==> src/rtl/tic_pkg.sv <==
package tic_pkg;

  localparam int SEL_W = 4;

  localparam logic [2:0] ADDR_SEL    = 3'd0;
  localparam logic [2:0] ADDR_EN     = 3'd1;
  localparam logic [2:0] ADDR_FORCE  = 3'd2;
  localparam logic [2:0] ADDR_CLR    = 3'd3;
  localparam logic [2:0] ADDR_FLAGS  = 3'd4;
  localparam logic [2:0] ADDR_OVF    = 3'd5;
  localparam logic [2:0] ADDR_OVFCLR = 3'd6;
  localparam logic [2:0] ADDR_CTRL   = 3'd7;

  typedef enum logic [2:0] {
    SRC_NONE,
    SRC_ADC,
    SRC_PWM,
    SRC_QEP,
    SRC_CAP
  } src_kind_e;

  // Sparse select decode; ext marks a task that may also take encoder/capture.
  function automatic src_kind_e decode_src(input logic ext, input logic [SEL_W-1:0] sel);
    src_kind_e k;
    k = SRC_NONE;
    if (sel == 4'b0000)             k = SRC_ADC;
    else if (sel == 4'b0010)        k = SRC_PWM;
    else if (ext && sel == 4'b0100) k = SRC_QEP;
    else if (ext && sel == 4'b1000) k = SRC_CAP;
    return k;
  endfunction

  function automatic logic route_level(input src_kind_e k, input logic adc, input logic pwm,
                                       input logic qep, input logic cap);
    logic v;
    case (k)
      SRC_ADC: v = adc;
      SRC_PWM: v = pwm;
      SRC_QEP: v = qep;
      SRC_CAP: v = cap;
      default: v = 1'b0;
    endcase
    return v;
  endfunction

endpackage

==> src/rtl/tic_src_mux.sv <==
module tic_src_mux
  import tic_pkg::*;
#(
  parameter int NUM_TASKS = 8,
  parameter int EXT_LO    = 3,
  parameter int EXT_HI    = 4
) (
  input  logic                       clk,
  input  logic                       rst_n,
  input  logic [NUM_TASKS*SEL_W-1:0] sel_flat,
  input  logic [NUM_TASKS-1:0]       adc,
  input  logic [NUM_TASKS-1:0]       pwm,
  input  logic                       qep,
  input  logic                       cap,
  output logic [NUM_TASKS-1:0]       rise
);

  logic [NUM_TASKS-1:0] level;
  logic [NUM_TASKS-1:0] level_q;

  for (genvar t = 0; t < NUM_TASKS; t++) begin : g_task
    localparam bit IsExt = (t >= EXT_LO) && (t <= EXT_HI);
    assign level[t] = route_level(decode_src(IsExt, sel_flat[t*SEL_W +: SEL_W]),
                                  adc[t], pwm[t], qep, cap);
  end

  always_ff @(posedge clk or negedge rst_n) begin
    if (!rst_n) level_q <= '0;
    else        level_q <= level;
  end

  assign rise = level & ~level_q;

  // an edge is never reported on two consecutive cycles for one task
  p_rise_single_r3: assert property (@(posedge clk) disable iff (!rst_n)
    (|rise) |=> ((rise & $past(rise)) == '0));

endmodule

==> src/rtl/tic_flag_bank.sv <==
module tic_flag_bank #(
  parameter int NUM_TASKS = 8
) (
  input  logic                 clk,
  input  logic                 rst_n,
  input  logic [NUM_TASKS-1:0] rise,
  input  logic [NUM_TASKS-1:0] force_set,
  input  logic [NUM_TASKS-1:0] ack_set,
  input  logic [NUM_TASKS-1:0] sw_clr,
  input  logic [NUM_TASKS-1:0] start_clr,
  input  logic [NUM_TASKS-1:0] ovf_clr,
  output logic [NUM_TASKS-1:0] flags,
  output logic [NUM_TASKS-1:0] ovf
);

  logic [NUM_TASKS-1:0] set_all;
  logic [NUM_TASKS-1:0] clr_all;
  logic [NUM_TASKS-1:0] ovf_hit;

  assign set_all = rise | force_set | ack_set;
  assign clr_all = sw_clr | start_clr;
  assign ovf_hit = rise & flags;

  always_ff @(posedge clk or negedge rst_n) begin
    if (!rst_n) begin
      flags <= '0;
      ovf   <= '0;
    end else begin
      flags <= (flags & ~clr_all) | set_all;
      ovf   <= (ovf & ~ovf_clr) | ovf_hit;
    end
  end

  // a detected edge leaves the flag set
  p_edge_sets_flag_r3: assert property (@(posedge clk) disable iff (!rst_n)
    (|rise) |=> ((flags & $past(rise)) == $past(rise)));

  // an edge onto a pending flag records overflow
  p_overflow_on_pending_r4: assert property (@(posedge clk) disable iff (!rst_n)
    (|(rise & flags)) |=> ((ovf & $past(rise & flags)) == $past(rise & flags)));

  // a clear without a competing set empties the flag
  p_clear_drops_r6: assert property (@(posedge clk) disable iff (!rst_n)
    (|(sw_clr & ~rise & ~force_set & ~ack_set)) |=>
      ((flags & $past(sw_clr & ~rise & ~force_set & ~ack_set)) == '0));

endmodule

==> src/rtl/tic_arbiter.sv <==
module tic_arbiter #(
  parameter int NUM_TASKS = 8,
  localparam int IDX_W    = $clog2(NUM_TASKS)
) (
  input  logic                 clk,
  input  logic                 rst_n,
  input  logic [NUM_TASKS-1:0] eligible,
  input  logic                 busy,
  output logic                 grant_valid,
  output logic [IDX_W-1:0]     grant_idx
);

  // Lowest set index wins: scan from the top so the last hit is the lowest.
  function automatic logic [IDX_W-1:0] first_set(input logic [NUM_TASKS-1:0] v);
    logic [IDX_W-1:0] idx;
    idx = '0;
    for (int i = NUM_TASKS - 1; i >= 0; i--) begin
      if (v[i]) idx = IDX_W'(i);
    end
    return idx;
  endfunction

  assign grant_valid = !busy && (|eligible);
  assign grant_idx   = first_set(eligible);

  // the granted task is eligible and no lower-numbered task is
  p_grant_highest_r7: assert property (@(posedge clk) disable iff (!rst_n)
    grant_valid |-> (eligible[grant_idx] &&
                     ((eligible & ((NUM_TASKS'(1) << grant_idx) - NUM_TASKS'(1))) == '0)));

endmodule

==> src/rtl/task_irq_ctrl.sv <==
module task_irq_ctrl
  import tic_pkg::*;
#(
  parameter int NUM_TASKS = 8,
  parameter int EXT_LO    = 3,
  parameter int EXT_HI    = 4,
  localparam int IDX_W    = $clog2(NUM_TASKS),
  localparam int DATA_W   = NUM_TASKS * SEL_W
) (
  input  logic                 clk,
  input  logic                 rst_n,
  input  logic                 bus_wr,
  input  logic [2:0]           bus_addr,
  input  logic [DATA_W-1:0]    bus_wdata,
  output logic [DATA_W-1:0]    bus_rdata,
  input  logic                 wr_unlock,
  input  logic [NUM_TASKS-1:0] adc_irq,
  input  logic [NUM_TASKS-1:0] pwm_irq,
  input  logic                 qep_irq,
  input  logic                 cap_irq,
  input  logic                 ack_valid,
  input  logic [IDX_W-1:0]     ack_num,
  input  logic                 task_done,
  output logic                 start_valid,
  output logic [IDX_W-1:0]     start_num
);

  localparam int PAD_W = DATA_W - NUM_TASKS;

  logic [DATA_W-1:0]    sel_q;
  logic [NUM_TASKS-1:0] en_q;
  logic                 ack_en_q;
  logic                 running_q;
  logic                 start_q;
  logic [IDX_W-1:0]     start_num_q;

  logic [NUM_TASKS-1:0] rise_w, flags_w, ovf_w, eligible_w;
  logic [NUM_TASKS-1:0] force_w, ack_w, swclr_w, startclr_w, ovfclr_w;
  logic                 grant_valid_w;
  logic [IDX_W-1:0]     grant_idx_w;
  logic                 wr_sel_w, wr_force_w, wr_ctrl_w;

  // Named write events, protected ones gated by wr_unlock.
  assign wr_sel_w   = bus_wr && wr_unlock && (bus_addr == ADDR_SEL);
  assign wr_force_w = bus_wr && wr_unlock && (bus_addr == ADDR_FORCE);
  assign wr_ctrl_w  = bus_wr && wr_unlock && (bus_addr == ADDR_CTRL);

  assign force_w    = wr_force_w ? bus_wdata[NUM_TASKS-1:0] : '0;
  assign swclr_w    = (bus_wr && bus_addr == ADDR_CLR) ? bus_wdata[NUM_TASKS-1:0] : '0;
  assign ovfclr_w   = (bus_wr && bus_addr == ADDR_OVFCLR) ? bus_wdata[NUM_TASKS-1:0] : '0;
  assign ack_w      = (ack_valid && ack_en_q) ? (NUM_TASKS'(1) << ack_num) : '0;
  assign startclr_w = grant_valid_w ? (NUM_TASKS'(1) << grant_idx_w) : '0;
  assign eligible_w = flags_w & en_q;

  always_ff @(posedge clk or negedge rst_n) begin
    if (!rst_n) begin
      sel_q    <= '0;
      en_q     <= '0;
      ack_en_q <= 1'b0;
    end else begin
      if (wr_sel_w) sel_q <= bus_wdata;
      if (bus_wr && bus_addr == ADDR_EN) en_q <= bus_wdata[NUM_TASKS-1:0];
      if (wr_ctrl_w) ack_en_q <= bus_wdata[0];
    end
  end

  tic_src_mux #(.NUM_TASKS(NUM_TASKS), .EXT_LO(EXT_LO), .EXT_HI(EXT_HI)) u_src (
    .clk      (clk),
    .rst_n    (rst_n),
    .sel_flat (sel_q),
    .adc      (adc_irq),
    .pwm      (pwm_irq),
    .qep      (qep_irq),
    .cap      (cap_irq),
    .rise     (rise_w)
  );

  tic_flag_bank #(.NUM_TASKS(NUM_TASKS)) u_flags (
    .clk       (clk),
    .rst_n     (rst_n),
    .rise      (rise_w),
    .force_set (force_w),
    .ack_set   (ack_w),
    .sw_clr    (swclr_w),
    .start_clr (startclr_w),
    .ovf_clr   (ovfclr_w),
    .flags     (flags_w),
    .ovf       (ovf_w)
  );

  tic_arbiter #(.NUM_TASKS(NUM_TASKS)) u_arb (
    .clk         (clk),
    .rst_n       (rst_n),
    .eligible    (eligible_w),
    .busy        (running_q),
    .grant_valid (grant_valid_w),
    .grant_idx   (grant_idx_w)
  );

  always_ff @(posedge clk or negedge rst_n) begin
    if (!rst_n) begin
      running_q   <= 1'b0;
      start_q     <= 1'b0;
      start_num_q <= '0;
    end else begin
      start_q <= grant_valid_w;
      if (grant_valid_w) begin
        running_q   <= 1'b1;
        start_num_q <= grant_idx_w;
      end else if (task_done) begin
        running_q <= 1'b0;
      end
    end
  end

  assign start_valid = start_q;
  assign start_num   = start_num_q;

  always_comb begin
    case (bus_addr)
      ADDR_SEL:   bus_rdata = sel_q;
      ADDR_EN:    bus_rdata = {{PAD_W{1'b0}}, en_q};
      ADDR_FLAGS: bus_rdata = {{PAD_W{1'b0}}, flags_w};
      ADDR_OVF:   bus_rdata = {{PAD_W{1'b0}}, ovf_w};
      ADDR_CTRL:  bus_rdata = {{(DATA_W-1){1'b0}}, ack_en_q};
      default:    bus_rdata = '0;
    endcase
  end

  // a start pulse lasts one cycle and is not repeated before done
  p_single_start_r8: assert property (@(posedge clk) disable iff (!rst_n)
    start_valid |=> !start_valid);

  // the started task was pending and enabled in the grant cycle
  p_start_eligible_r7: assert property (@(posedge clk) disable iff (!rst_n)
    start_valid |-> ((($past(eligible_w) >> start_num) & NUM_TASKS'(1)) != '0));

  // a locked select write leaves the select register untouched
  p_sel_locked_r9: assert property (@(posedge clk) disable iff (!rst_n)
    (bus_wr && !wr_unlock && bus_addr == ADDR_SEL) |=> $stable(sel_q));

  // acknowledge path while disabled cannot raise a flag by itself
  p_ack_gated_r5: assert property (@(posedge clk) disable iff (!rst_n)
    (ack_valid && !ack_en_q && !bus_wr && rise_w == '0 && !flags_w[ack_num])
      |=> !flags_w[$past(ack_num)]);

endmodule

==> config.mk <==
export PLATFORM = sky130hd
export DESIGN_NAME = task_irq_ctrl
export DESIGN_NICKNAME = d
export VERILOG_FILES = /design/src/rtl/tic_pkg.sv /design/src/rtl/tic_src_mux.sv /design/src/rtl/tic_flag_bank.sv /design/src/rtl/tic_arbiter.sv /design/src/rtl/task_irq_ctrl.sv
export SDC_FILE = /design/constraint.sdc
export NUM_CORES = 1
export LEC_CHECK = 0
export BUFFER_PORTS_ARGS = -buffer_cell sky130_fd_sc_hd__buf_4
export CAP_MARGIN = 5
export CORE_MARGIN = 2
export CORE_UTILIZATION = 40
export DETAILED_ROUTE_END_ITERATION = 8
export MAX_ROUTING_LAYER = met4
export RECOVER_POWER = 25
export SYNTH_ARGS = -nofsm -noshare
export SYNTH_HDL_FRONTEND = slang
export SYNTH_SLANG_ARGS = --single-unit
export TNS_END_PERCENT = 5
==> constraint.sdc <==
create_clock -name clk -period 5.4 [get_ports clk]
set_input_delay 1.08 -clock clk [delete_from_list [all_inputs] [get_ports clk]]
set_output_delay 1.08 -clock clk [all_outputs]
set_load 0.05 [all_outputs]
# [After elaboration in Yosys (flattened, before gate mapping)]
# Index checks and enable logic that the tools add are counted.
[word_totals] ff_bits=70 latch_bits=0 ramBits=0 mem_bits_ro=0 output_inout_bits=36 n_memories=0
[op_classes] add_sub_neg=0 mul=0 div=0 n_lt_le_gt_ge=0 eq_ne=51 shift=2 muxes=44 n_bitwise=13 n_reduce_logical=21
[ops] operator="$pmux 32 s5" count=1
[ops] operator="$mux 3" count=21
[ops] operator="$eq 3x2->1 const B" count=18
[ops] operator="$and 8x8->8" count=5
[ops] operator="$mux 8" count=5
[ops] operator="$or 8x8->8" count=5
[ops] operator="$eq 3x3->1 const B" count=12
[ops] operator="$eq 4x2->1 const B" count=8
[ops] operator="$logic_not 4->1" count=8
[ops] operator="$pmux 1 s4" count=8
[ops] operator="$eq 3x1->1 const B" count=9
[ops] operator="$not 8->8" count=3
[ops] operator="$shl 1x3->8 const A" count=2
[ops] operator="$mux 2" count=7
[ops] operator="$logic_and 1x1->1" count=9
[ops] operator="$eq 4x3->1 const B" count=2
[ops] operator="$eq 4x4->1 const B" count=2
[ops] operator="$reduce_or 8->1" count=1
[ops] operator="$logic_not 3->1" count=1
[ops] operator="$mux 1" count=2
[ops] operator="$reduce_bool 2->1" count=1
[ops] operator="$logic_not 1->1" count=1

# [Depth between registers and ports, before layout]
# Gate-level depths: netlist of the first run.
[depth] depth_word=15 mapped_depth=6

# [By module]
# Synthesis of the first run repeated with hierarchy kept, for this count alone.
[unflattened] cells_unflattened=329 area_unflattened_um2=3799.9
[by_module_without_submodules] mod="task_irq_ctrl" n_inst=1 cells_per_inst=216 area_per_inst_um2=2630.0
[by_module_without_submodules] mod="tic_flag_bank" n_inst=1 cells_per_inst=56 area_per_inst_um2=620.6
[by_module_without_submodules] mod="tic_src_mux" n_inst=1 cells_per_inst=44 area_per_inst_um2=467.9
[by_module_without_submodules] mod="tic_arbiter" n_inst=1 cells_per_inst=13 area_per_inst_um2=81.3

# [Worst setup path after synthesis of the first run]
# No wires, ideal clock.
[synth_path] path_kind="input-to-output" from="in bus_addr[2]" to="out bus_rdata[0]" arrival_ns=2.734 t_required_ns=4.320 slack_ns=1.586 cell_stages=3 n_path_buf=1 path_cell_list="clkbuf_1 > mux2i_1 > o31ai_1"
[synth_between] elab_chain_cells=2
[synth_lines] item="start: declaration" line_no="task_irq_ctrl.sv:13" source="input logic [2:0] bus_addr,"
[synth_lines] item="$eq 3x3->1 (tied with other cells)" line_no="task_irq_ctrl.sv:120" source="case (bus_addr)"
[synth_lines] item="$pmux 32 s5 *" line_no="task_irq_ctrl.sv:120"
[synth_lines] item="end: declaration" line_no="task_irq_ctrl.sv:15" source="output logic [DATA_W-1:0] bus_rdata,"
# Mark *: on every way between the ends. The rest lies on a longest branch, timed or not.

# [Worst setup path in the final report of the first run]
[layout_path] from="in bus_addr[2]" to="out bus_rdata[8]"
# The elaborated chain is that of the path after synthesis.

==> flow_metrics.env, run 1 <==
export IMPL_hpwl_um=6287
export IMPL_finalNonFillerCells=516
export IMPL_cp_start_kind="input port"
export IMPL_muxShareOfSynthArea=0.1944
export IMPL_die_h_um=98.34
export IMPL_overflow=0
export IMPL_maxCapViolations=0
export IMPL_vias=2741
export IMPL_yosys_most_used_dff="dfrtp_1"
export IMPL_port_buffers=97
export IMPL_finalCriticalPeriod_ns=3.338
export IMPL_start_util=0.4102
export IMPL_die_width_um=98.34
export IMPL_worstPathMaxFanout=21
export IMPL_grt_setup_unrepaired="no"
export IMPL_post_cts_resized=0
export IMPL_nets=465
export IMPL_stdcell_area_um2=4631
export IMPL_finClkSkew_ns=0.006760
export IMPL_drt_total_wl_um=8804
export IMPL_slew_headroom=0.3181
export IMPL_cts_num_sinks=70
export IMPL_wire_per_inst_um=17.06
export IMPL_htreeDepth=3
export IMPL_critPathKind="input port to output port"
export IMPL_drt_iter0_drc=106
export IMPL_r2r_setup_slack_ns=3.49
export IMPL_min_to="u_src.level_q[6]$_DFF_PN0_"
export IMPL_r2r_start="u_flags.flags[2]$_DFF_PN0_"
export IMPL_numCtsBuffers=9
export IMPL_cts_setup_buffers=0
export IMPL_synth_area_leader_cell="dfrtp_1"
export IMPL_layout_drive_gt1_share=0.3358
export IMPL_diodes=0
export IMPL_synth_xor_xnor_area_share=0
export IMPL_clk_pin_slew_worst_paths_ns=0.08
export IMPL_synth_seq_cells=70
export IMPL_clk_latency_ns=0.35
export IMPL_grt_pass1_wl_um=14430
export IMPL_async_flop_share=1.000
export IMPL_synth_top_family_by_area="multiplexers"
export IMPL_via_per_inst=5.312
export IMPL_finalSetupViolations=0
export IMPL_fmax_ghz=0.2996
export IMPL_holdBufCountCts=0
export IMPL_syn_inst=305
export IMPL_ff2ff_path_depth=5
export IMPL_cts_root_buf="clkbuf_8"
export IMPL_worst_pin_slew_ns=1.021
export IMPL_rows=34
export IMPL_cp_slowest_cell="nor3_2"
export IMPL_hold_depth=1
export IMPL_synth_top_area_share=0.4921
export IMPL_final_util=0.5336
export IMPL_synth_edf_count=0
export IMPL_synth_area_leaders="dfrtp_1 49%, mux2_1 12%, and2_1 4.2%, mux4_2 3.8%, nand2_1 3.3%"
export IMPL_gr_usage_all_layers=0.1939
export IMPL_io_pins=98
export IMPL_die_area_um2=9670
export IMPL_vdd_drop_max_mv=0.1672
export IMPL_syn_mean_instance_area_um2=11.67
export IMPL_crit_buf_inv=3
export IMPL_synthTopCellsByCount="70 x dfrtp_1, 38 x mux2_1, 31 x nand2_1"
export IMPL_drc=0
export IMPL_power_density_nw_per_um2=421.2
export IMPL_path_cells="buf_4 > nor3_2 > clkbuf_8 > and2_1 > buf_4"
export IMPL_synth_fp_nets=367
export IMPL_report_final_slew_viol_count=0
export IMPL_firstDrtPassIters=4
export IMPL_hp_class="register to register"
export IMPL_antenna_found_initial=0
export IMPL_p_leak_nw=2.143
export IMPL_synth_cell_types=54
export IMPL_period_share=0.6182
export IMPL_min_from="sel_q[27]$_DFFE_PN0P_"
export IMPL_cp_common_cell="buf_4"
export IMPL_yosys_warnings=0
export IMPL_core_um2=8678
export IMPL_dp_cells=499
export IMPL_synth_fa_ha_area_frac=0
export IMPL_status="finished clean"
export IMPL_ant_nets=0
export IMPL_synth_compound_area_frac=0.1093
export IMPL_place_area_um2=4384
export IMPL_finalSetupTns_ns=0
export IMPL_cpLargestDelayFamily="buffers and inverters"
export IMPL_cp_end_kind="output port"
export IMPL_synth_cell_area_um2=3560
export IMPL_grt_max_degree=71
export IMPL_clock_path_buffers=2
export IMPL_cpPeakStageDelay_ns=0.34
export IMPL_finalHoldViolations=0
export IMPL_r2r_end="u_flags.flags[6]$_DFF_PN0_"
export IMPL_yosysMostFrequentCell="dfrtp_1"
export IMPL_p_total_mw=1.951
export IMPL_area_growth_pct=30.09
export IMPL_synthSimpleGateAreaFrac=0.1814
export IMPL_place_congestion=0.8202
export IMPL_crit_required_ns=4.32
export IMPL_grt_pass1_vias=2823
export IMPL_cts_tree="yes"
export IMPL_critPathArrivalTime_ns=2.26
export IMPL_ys_seq_area_frac=0.4921
==> through the flow <==
step	worst slack [ns]	hold slack (ns)
after CTS	1.589	0.4695
after floorplan	1.586	0.4235
after global routing	1.983	0.4917
after global placement	1.595	0.4499
after detailed placement	1.511	0.4581
final	2.062	0.4626
==> flip-flops by register name, indices dropped and copies added (netlist names) <==
| name | flops |
|---|---|
| u_src.level_q | 8 |
| start_valid | 1 |
| u_flags.flags | 8 |
| ack_en_q | 1 |
| start_num | 3 |
| u_flags.ovf | 8 |
| sel_q | 32 |
| en_q | 8 |
| running_q | 1 |
==> worst max path at each step <==
stage                      startpoint  cells after the start                    end
after detailed placement  bus_addr[2]                      4  sel_q[25]$_DFFE_PN0P_
after global placement    bus_addr[2]                      4           bus_rdata[8]
after CTS                 bus_addr[2]                      4           bus_rdata[8]
final                     bus_addr[2]                      5           bus_rdata[8]
after floorplan           bus_addr[2]                      3           bus_rdata[0]
after global routing      bus_addr[2]                      5          bus_rdata[12]
==> kinds of logic (layout without fill, tap and decap cells) <==
family                 count (synthesis)  after routing
flip-flops                            70             70
buffers and inverters                 19            122
AND/OR/NAND/NOR                      113            113
AO/OA/AOI/OAI                         48             48
multiplexers                          55             55
==> per-layer routing <==
metal / vias up / track usage / share of wire
li1: 1308 / - / -
met5: - / - / 0
met3: 11 / 0.03508 / 0.074
met2: 104 / 0.2909 / 0.45
met1: 1318 / 0.2690 / 0.47
met4: 0 / 0.06112 / 0.010
==> power by group <==
part           internal, mW  switching, mW  total, mW
clock network         0.285          0.207      0.493
registers             0.678          0.145      0.823
logic                 0.300          0.336      0.635
==> cell type report <==
type,count,area [um2]
fill,777,4048
sequential,70,1752
multi-input combinational,216,1739
timing repair buffer,98,742.0
clock buffer,11,151.4
tap,108,135.1
clock inverter,5,81.33
inverter,8,30.03
==> layout by cell type (no fill, tap or decap), types with 2 or more instances in the layout <==
cell type,instances
a211oi_1,2
a21oi_1,8
a221oi_1,2
a22o_1,8
a311o_1,2
a31oi_1,3
and2_1,24
buf_4,90
bufinv_16,2
clkbuf_4,7
clkbuf_8,12
dfrtp_1,70
inv_1,8
mux2_1,38
mux2_2,2
mux2i_1,8
mux4_2,6
nand2_1,31
nand2b_1,4
nand3_1,3
nand3b_1,2
nor2_1,7
nor2b_1,14
nor3_1,5
nor3_2,2
nor4_1,8
o211ai_1,4
o21ai_0,2
o21ai_1,4
o22a_1,2
No activity file was read; power rests on OpenSTA's default activity.
==> run 2, diff against run 1 <==
--- a/config.mk
+++ b/config.mk
@@ -5,6 +5,7 @@
 export SDC_FILE = /design/constraint.sdc
 export NUM_CORES = 1
 export LEC_CHECK = 0
+export ABC_AREA = 1
 export BUFFER_PORTS_ARGS = -buffer_cell sky130_fd_sc_hd__buf_4
 export CAP_MARGIN = 5
 export CORE_MARGIN = 2
==> constraint.sdc (replaced) <==
create_clock -name clk -period 3.1 [get_ports clk]
set_input_delay 0.62 -clock clk [delete_from_list [all_inputs] [get_ports clk]]
set_output_delay 0.62 -clock clk [all_outputs]
set_load 0.05 [all_outputs]
==> run 2 against run 1 <==
  * The run now ends with max-capacitance violations, max-slew violations left
  * Synthesized cell count is 51% higher
  * Die area is 0.61% higher
  * Clock power rose by 72%
  * Setup slack lost 1.5 ns
  * Count of clock-buffer cells in the layout unchanged
  * Register-to-register slack lost 1.8 ns
  * Utilization decreased by 0.40 points
  * Routed wire length increased by 2.8%
  * Non-clock buffer count stayed put
==> flow_metrics.env, run 2 <==
export IMPL_synth_edf_count=0
export IMPL_min_from="task_done"
export IMPL_cts_root_buf="clkbuf_8"
export IMPL_holdBufCountCts=0
export IMPL_wire_per_inst_um=13.45
export IMPL_nets=622
export IMPL_maxCapViolations=1
export IMPL_clock_path_buffers=2
export IMPL_r2r_start="u_flags.flags[7]$_DFF_PN0_"
export IMPL_largest_reg_flops=32
export IMPL_antenna_found_initial=0
export IMPL_synth_area_leader_cell="dfrtp_1"
export IMPL_post_cts_resized=0
export IMPL_cp_end_kind="output port"
export IMPL_violations="max-capacitance violations, max-slew violations"
export IMPL_synth_area_leaders="dfrtp_1 49%, nand2_1 11%, nor2_1 7.6%, inv_1 5.9%, a21oi_1 3.8%"
export IMPL_syn_mean_instance_area_um2=7.770
export IMPL_layout_drive_gt1_share=0.2531
export IMPL_place_ws_ns=0.5312
export IMPL_port_buffers=97
export IMPL_synth_cell_area_um2=3582
export IMPL_finalSetupViolations=0
export IMPL_p_total_mw=3.197
export IMPL_finalCriticalPeriod_ns=2.587
export IMPL_cp_start_kind="input port"
export IMPL_die_h_um=98.64
export IMPL_synth_seq_cells=70
export IMPL_syn_inst=461
export IMPL_firstDrtPassIters=4
export IMPL_cp_startpoint="bus_addr[0]"
export IMPL_critPathKind="input port to output port"
export IMPL_htreeDepth=3
export IMPL_largest_register="sel_q"
export IMPL_drt_iter0_drc=169
export IMPL_worst_pin_slew_ns=1.766
export IMPL_grt_setup_unrepaired="no"
export IMPL_numCtsBuffers=9
export IMPL_start_util=0.4108
export IMPL_grt_pass1_vias=3173
export IMPL_finalSetupTns_ns=0
export IMPL_hpwl_um=6583
export IMPL_grt_max_degree=71
export IMPL_ant_nets=0
export IMPL_clk_latency_ns=0.34
export IMPL_report_final_slew_viol_count=71
export IMPL_yosys_most_used_dff="dfrtp_1"
export IMPL_gr_usage_all_layers=0.1978
export IMPL_p_leak_nw=2.469
export IMPL_fmax_ghz=0.3866
export IMPL_power_density_nw_per_um2=692.4
export IMPL_io_pins=98
export IMPL_final_common_cell="nand2_1"
export IMPL_worstPathMaxFanout=18
export IMPL_synth_cell_types=32
export IMPL_vias=3260
export IMPL_overflow=0
export IMPL_hp_class="input port to register"
export IMPL_drc=0
export IMPL_finalHoldViolations=0
export IMPL_postLayoutSetupSlackWorst_ns=0.5131
export IMPL_drt_total_wl_um=9053
export IMPL_core_um2=8721
export IMPL_vdd_drop_max_mv=0.2835
export IMPL_die_area_um2=9729
export IMPL_synth_top_area_share=0.4890
export IMPL_diodes=0
export IMPL_cts_num_sinks=70
export IMPL_slew_headroom=-0.1774
export IMPL_status="finished, violations left"
export IMPL_yosys_warnings=0
export IMPL_synth_fp_nets=523
export IMPL_crit_required_ns=2.48
export IMPL_cts_setup_buffers=0
export IMPL_rows=34
export IMPL_die_width_um=98.64
export IMPL_via_per_inst=4.844
export IMPL_yosysMostFrequentCell="nand2_1"
export IMPL_ys_seq_area_frac=0.4890
export IMPL_place_congestion=0.8282
export IMPL_critPathArrivalTime_ns=1.97
export IMPL_clk_pin_slew_worst_paths_ns=0.08
export IMPL_finClkSkew_ns=0.01488
export IMPL_period_share=0.8345
export IMPL_grt_pass1_wl_um=15150
export IMPL_async_flop_share=1.000
export IMPL_final_cell_mix="109 x nand2_1, 96 x buf_4, 73 x nor2_1"
export IMPL_area_growth_pct=28.92
export IMPL_cts_tree="yes"
export IMPL_synthTopCellsByCount="109 x nand2_1, 73 x nor2_1, 70 x dfrtp_1"
==> run 2: area by class of cell <==
class                           instances  area, um2
Sequential cell                        70       1752
Fill cell                             873       4103
Timing Repair Buffer                   98      729.5
Multi-Input combinational cell        317       1529
Clock buffer                           11      151.4
Inverter                               64      240.2
Clock inverter                          5      81.33
Tap cell                              108      135.1
==> run 2: per-layer routing <==
layer  GRT usage  part of all wire  up-vias
met5           -                 0        -
met4     0.05269            0.0095        0
met3     0.04113             0.055        8
met2      0.3103              0.46       85
met1      0.2633              0.48     1491
li1            -                 -     1676
==> run 2: kinds of logic (layout without fill, tap and decap cells) <==
family,count (synthesis),after routing,synth area share
compound gates,86,86,0.1474
mux,1,1,0.002794
flops,70,70,0.4890
buf+inv,74,178,0.08417
simple gates,230,230,0.2766
==> run 2: path summary, 6_finish.rpt <==
path                                              end  slack, ns  cells after the start
setup / recovery                        bus_rdata[13]       0.51                      6
hold / removal                  running_q$_DFFE_PN0P_       0.45                      2
setup reg to reg           u_flags.flags[0]$_DFF_PN0_       1.66                     12
hold reg to reg            u_src.level_q[6]$_DFF_PN0_       0.46                      1
max in group asynchronous  u_flags.flags[4]$_DFF_PN0_       1.30                      1
min in group asynchronous        sel_q[0]$_DFFE_PN0P_       0.72                      1
==> run 2: critical path, cell delays in order <==
cell	delay, ns
clkbuf_1	0.11
nor2_1	0.15
nand2_1	0.37
buf_4	0.36
nor2_1	0.13
buf_4	0.21
==> run 2: through the flow <==
stage	hold WS (ns)	std cells	area [um2]	util
detailed placement	0.4520	657	4392	0.5036
CTS	0.4436	673	4624	0.5303
finish	0.4505	673	4618	0.5296
global route	0.4500	673	4618	0.5296
floorplan	0.3244	461	3582	-
global placement	0.4430	657	4392	0.5036
==> run 2: power breakdown <==
group          internal (mW)  switching, mW  total, mW
Clock                  0.497          0.353      0.850
Sequential              1.14          0.159       1.30
Combinational          0.357          0.687       1.04
Total                   2.00           1.20       3.20
